===== src/rtl/dual_decade_counter.sv =====
module dual_decade_counter (
  input  logic       clk,
  input  logic       rst_n,
  input  logic [1:0] mode,
  input  logic       en_a,
  input  logic       en_b,
  input  logic       clr_a,
  input  logic       clr_b,
  input  logic       set9_a,
  input  logic       set9_b,
  output logic [3:0] q,
  output logic       carry
);
  localparam logic [1:0] M_SPLIT = 2'b00;
  localparam logic [1:0] M_BCD   = 2'b01;
  localparam logic [1:0] M_BIQ   = 2'b10;
  localparam logic [1:0] M_SIX   = 2'b11;
  localparam logic [2:0] D5_TOP  = 3'd4;

  logic       two_r;
  logic [2:0] five_r;
  logic       carry_r;

  wire preset = set9_a & set9_b;
  wire clear  = clr_a & clr_b & ~preset;
  wire five_top = (five_r >= D5_TOP);

  logic       step_two, step_five, six_wrap;
  logic       two_nx;
  logic [2:0] five_nx;

  always_comb begin
    step_two  = 1'b0;
    step_five = 1'b0;
    unique case (mode)
      M_SPLIT: begin step_two = en_a; step_five = en_b; end
      M_BCD, M_SIX: begin step_two = en_a; step_five = en_a & two_r; end
      M_BIQ: begin step_five = en_b; step_two = en_b & five_top; end
      default: ;
    endcase
  end

  assign six_wrap = (mode == M_SIX) & en_a & two_r & (five_r == 3'd2);

  always_comb begin
    two_nx  = two_r ^ step_two;
    five_nx = five_r;
    if (step_five) five_nx = five_top ? 3'd0 : five_r + 3'd1;
    if (six_wrap) begin
      two_nx  = 1'b0;
      five_nx = 3'd0;
    end
  end

  wire carry_nx = mode[0] & en_a & two_r & (five_nx == 3'd0);

  always_ff @(posedge clk or negedge rst_n) begin
    if (!rst_n) begin
      two_r   <= 1'b0;
      five_r  <= 3'd0;
      carry_r <= 1'b0;
    end else if (preset) begin
      two_r   <= 1'b1;
      five_r  <= D5_TOP;
      carry_r <= 1'b0;
    end else if (clear) begin
      two_r   <= 1'b0;
      five_r  <= 3'd0;
      carry_r <= 1'b0;
    end else begin
      two_r   <= two_nx;
      five_r  <= five_nx;
      carry_r <= carry_nx;
    end
  end

  assign q     = {five_r, two_r};
  assign carry = carry_r;
endmodule



===== config.mk =====
export PLATFORM = sky130hd
export DESIGN_NAME = dual_decade_counter
export DESIGN_NICKNAME = d
export VERILOG_FILES = /design/src/rtl/dual_decade_counter.sv
export SDC_FILE = /design/constraint.sdc
export NUM_CORES = 1
export LEC_CHECK = 0
export ABC_CLOCK_PERIOD_IN_PS = 3990
export CORE_AREA = 4 4 41 43
export CTS_BUF_LIST = sky130_fd_sc_hd__clkbuf_16
export DETAILED_ROUTE_END_ITERATION = 7
export DIE_AREA = 0 0 45 47
export GPL_TIMING_DRIVEN = 0
export PLACE_DENSITY_LB_ADDON = 0.2
export SYNTH_ARGS = -nofsm -noshare
export SYNTH_HDL_FRONTEND = slang
export SYNTH_SLANG_ARGS = --single-unit

===== constraint.sdc =====
create_clock -name clk -period 3.99 [get_ports clk]
set_clock_uncertainty 0.05 [all_clocks]
set_input_delay 0.798 -clock clk [delete_from_list [all_inputs] [get_ports clk]]
set_output_delay 0.798 -clock clk [all_outputs]
set_load 0.02 [all_outputs]

; ---- Yosys cells after proc, flatten, opt, wreduce, memory -nomap -nowiden
; Cells that the tools add are included.
; Widths: inputs -> output; s select.
[totals]
register_bits = 5
latch_bits = 0
ramBits = 0
rom_bits = 0
input_bits = 10
out_inout_bits = 5
wordCells = 39
mem_count = 0
[op_classes]
n_addsub = 1
multipliers = 0
div = 0
n_lt_le_gt_ge = 1
eq_ne = 4
shift = 0
mux = 12
bitwise = 13
n_reduce_logical = 5
[op_table]
columns = operator, count
row1 = $mux 3, 5
row2 = $and 1x1->1, 11
row3 = $mux 1, 5
row4 = $eq 2x2->1 const B, 2
row5 = $pmux 1 s2, 2
row6 = $reduce_or 2->1, 2
row7 = $add 3x1->3 const B, 1
row8 = $eq 3x2->1 const B, 1
row9 = $ge 3x3->1 const B, 1
row10 = $logic_not 3->1, 1
row11 = $reduce_or 3->1, 1
row12 = $eq 2x1->1 const B, 1
row13 = $logic_not 2->1, 1
row14 = $not 1->1, 1
row15 = $xor 1x1->1, 1

; ---- Logic depth before layout (Yosys ltp)
[depth]
ltp_word = 9
ltp_mapped = 6
depth_no_buf = 6

; ---- Least setup slack after synthesis
; Ideal clock, no wire load.
[synth_path]
path_kind = register to register
start = reg five_r[0]
end = reg carry_r, in the netlist carry
setup_time_ns = 0.111
arrival_time_ns = 1.407
slack_ns = 2.422
stages_incl_launch_ff = 6
n_path_buf = 0
period_less_slack_ns = 1.568
cell_sequence = dfrtp_1 inv_1 ha_1 nor2_1 a211oi_1 a2111oi_2
[synth_via]
elab_chain_cells = 8
elab_cells_between_ends = 11
cone_classes = add/sub (1) / order compare (1) / eq/ne (1) / mux (5) / bitwise (2) / reduce/logical (1)
[synth_lines]
columns = item, line_no
row1 = "start, declared", 21  ; logic [2:0] five_r;
row2 = "start signal, assigned", 72  ; five_r <= five_nx;
row3 = $add 3x1->3 / $ge 3x3->1 (equally long branches), "48, 26"
row4 = $mux 3 (2 in series), 48  ; if (step_five) five_nx = five_top ? 3'd0 : five_r + 3'd1;
row5 = $mux 3 (*), 49  ; if (six_wrap) begin
row6 = $logic_not 3->1 (*), 55  ; wire carry_nx = mode[0] & en_a & two_r & (five_nx == 3'd0);
row7 = $and 1x1->1 (*), 55
row8 = $mux 1 (*), 66  ; end else if (clear) begin
row9 = $mux 1 (*), 62  ; end else if (preset) begin
row10 = "end signal, assigned", 73  ; carry_r <= carry_nx;
row11 = "end, declared", 22  ; logic carry_r;
; Mark *: on every way between the ends. The rest lies on a longest branch, timed or not.

; ---- Final worst setup path
[layout_path]
start = reg five_r[2]
end = out q[3]
[layout_lines]
columns = item, line_no
row1 = "end, declared", 11  ; output logic [3:0] q,
; No word-level cell between the ends.

==> metrics.md <==
| Metric | Value |
|---|---|
| Status | complete, no violations |
| Post-cts hold buffer count | 0 |
| HP Class | reg2reg |
| Seq/Total Area, Yosys | about a third |
| Most common cell after layout, fill and taps aside | clkdlybuf4s50_1 |
| CTS buffer count | 3 |
| Final hold violation count | 0 |
| CTS root buffer | clkbuf_16 |
| Worst Setup EP | q[3] |
| Layout cell share with drive strength beyond 1 | 15.00% |
| FP Rows | 13 |
| Final setup vio count | 0 |
| FMAX | 455.4 MHz |
| CP delay by family, top | buffers and inverters |
| Crit path depth | 1 |
| Initial core utilization | approximately 29% |
| Final worst-path cycle share | 55.04% |
| Vias in the first global route | 367 |
| Post-CTS sizing | 0 |
| Cell Area, Placed | 540.5 um2 |
| Ys Warns | 0 |
| FF-to-FF setup slack | ~2.5 ns |
| Required time worst endpoint | 3.14 ns |
| Syn nets | 55 |
| Post-CTS Setup Inserts | 0 |
| Initial antenna violation count | 0 |
| Power per Cell Area | 465.0 nW/um2 |
| R2r endpoint | five_r[2] |
| Post-synthesis sequential element count | 5 |
| Nets@finish | between 70 and 80 |
| Routed vias | about 400 |
| Clock-pin slew on the worst setup and hold paths | approximately 0.030 ns |
| Leak | 0.2644 nW |
| Detailed Route Iter0 Violations | 9 |
| Commonest non-fill, non-tap cells in the layout | clkdlybuf4s50_1 (14), nand2_1 (6), dfrtp_1 (5) |
| Startpoint types | flip-flop |
| Post-layout min period | 2.196 ns |
| Detail Route Antenna Nets | 0 |
| Pins Over Slew Limit | 0 |
| CP max stage delay | 0.65 ns |
| CTS Sinks | 5 |
| Register-to-Register Path Depth | 6 |
| # H-tree levels | 1 |
| Num ports | 15 |
| Syn Area/Cell | around 9 um2 |
| Routed len/inst | roughly 12 um |
| Inserted Diodes | 0 |
| CTS tree | yes |
| Largest net degree at the start of global routing | 8 |
| Worst path bufs/invs | 1 |
| GR Overflow Total | 0 |
| Actual slew at the worst max-slew pin | 0.3029 ns |
| Slew HR | 79.81% |
| Port Buffers | 14 |
| Via density | roughly 5.2 |
| Number of remaining DRC errors | 0 |
| Critical R2R Launch | five_r[0] |
| Worst Setup SP | five_r[2] |
| Crit path capture type | output pin |
| Finished Cell Area | 619.3 um2 |
| Post-DP HPWL | 728.4 um |
| Chip width | 45 um |
| Distinct cells, synth | 23 |
| WL final | 930 um |
| Crit-path cells | clkdlybuf4s50_1 |
| Core area | 1301 um2 |
| Die height | approximately 47 um |
| Post-Syn Instances | 42 |
| RSZ-0062 raised after global routing | no |
| Crit path max-delay cell type | clkdlybuf4s50_1 |
| Setup TNS | 0 ns |
| GRT Overall Usage | 10.44% |
| Worst-Skew Late Latency | 0.23 ns |
| CP arrival | 1.35 ns |
| Maxcap violations | 0 |
| DRT Pass-1 Iters | 4 |
| DIE AREA | 2115 um2 |
| First-pass GRT wire length | approximately 1.5 mm |
| CTS max path bufs | 2 |
| Crit Path Category | reg2out |
| Maximum VDD drop | 0.1470 mV |
| Crit-path max FO | 7 |
| Area delta synth->final | 62.30% |
| Netlist Area Pre-Place | around 380 um2 |
| Gpl congestion | 0.7303 |
==> area by class of cell <==
class	count	area (um2)
Buffer	1	7.507
Clock buffer	3	75.07
Clock inverter	1	3.754
Fill cell	133	681.9
Inverter	3	11.26
Multi-Input combinational cell	33	237.7
Sequential cell	5	125.1
Tap cell	15	18.77
Timing Repair Buffer	14	140.1
==> logic make-up after synthesis <==
group,synth area share (%)
flip-flops,32.79
adder cells (fa/ha/maj),9.837
AO/OA/AOI/OAI,24.92
buffers and inverters,4.919
AND/OR/NAND/NOR,27.54
==> synth_stat cells <==
master / n / area share, %
nand3_1: 2 / 2.6
a2111oi_2: 1 / 3.9
nor2_2: 1 / 1.6
inv_1: 3 / 3.0
o21ai_0: 1 / 1.3
nand2b_4: 1 / 3.6
a311oi_2: 1 / 3.9
o21ai_1: 2 / 2.6
a21oi_1: 3 / 3.9
a2bb2oi_1: 1 / 2.3
buf_4: 1 / 2.0
dfrtp_1: 5 / 33
and4b_1: 1 / 2.6
nor2_1: 3 / 3.0
ha_1: 3 / 9.8
nand4b_1: 1 / 2.3
a211oi_1: 1 / 2.0
a32oi_1: 1 / 2.3
and2_1: 1 / 1.6
nand3_2: 1 / 2.6
nand2_1: 6 / 5.9
a221o_1: 1 / 2.6
and3_1: 1 / 1.6
==> per-stage QoR <==
stage	power (mW)	utilization (%)	setup WS (ns)	instances	hold WS (ns)
after floorplan	0.09687	-	2.422	42	0.4524
after global placement	0.1250	41.54	1.806	71	0.5797
after detailed placement	0.1252	41.54	1.795	71	0.5725
after CTS	0.2920	47.60	1.777	75	0.5995
after global routing	0.3027	47.60	1.740	75	0.6294
final	0.2880	47.60	1.794	75	0.5917
==> registers in the layout, summed over array words and instances (netlist names) <==
name	count
carry	1
two_r	1
five_r	3
==> report_power, final <==
part           internal [mW]  switching (mW)
sequential            0.0562         0.00748
clock                  0.130          0.0337
combinational         0.0318          0.0289
total                  0.218          0.0701
==> layer usage <==
metal	share of wire [%]	track usage [%]	vias up
met2	49	16.38	17
met3	7.6	2.299	3
met1	41	12.79	179
met4	2.2	7.018	0
li1	-	-	190
met5	0	0	-
==> worst min path at each step <==
stage          startpoint         to  cells past startpoint
2_1_floorplan       rst_n      carry                      0
3_3_place_gp    five_r[1]  five_r[1]                      2
3_5_place_dp    five_r[1]  five_r[1]                      2
4_1_cts         five_r[1]  five_r[1]                      2
5_1_grt         five_r[1]  five_r[1]                      2
6_report        five_r[1]  five_r[1]                      2
(Power assumes the default switching activity.)
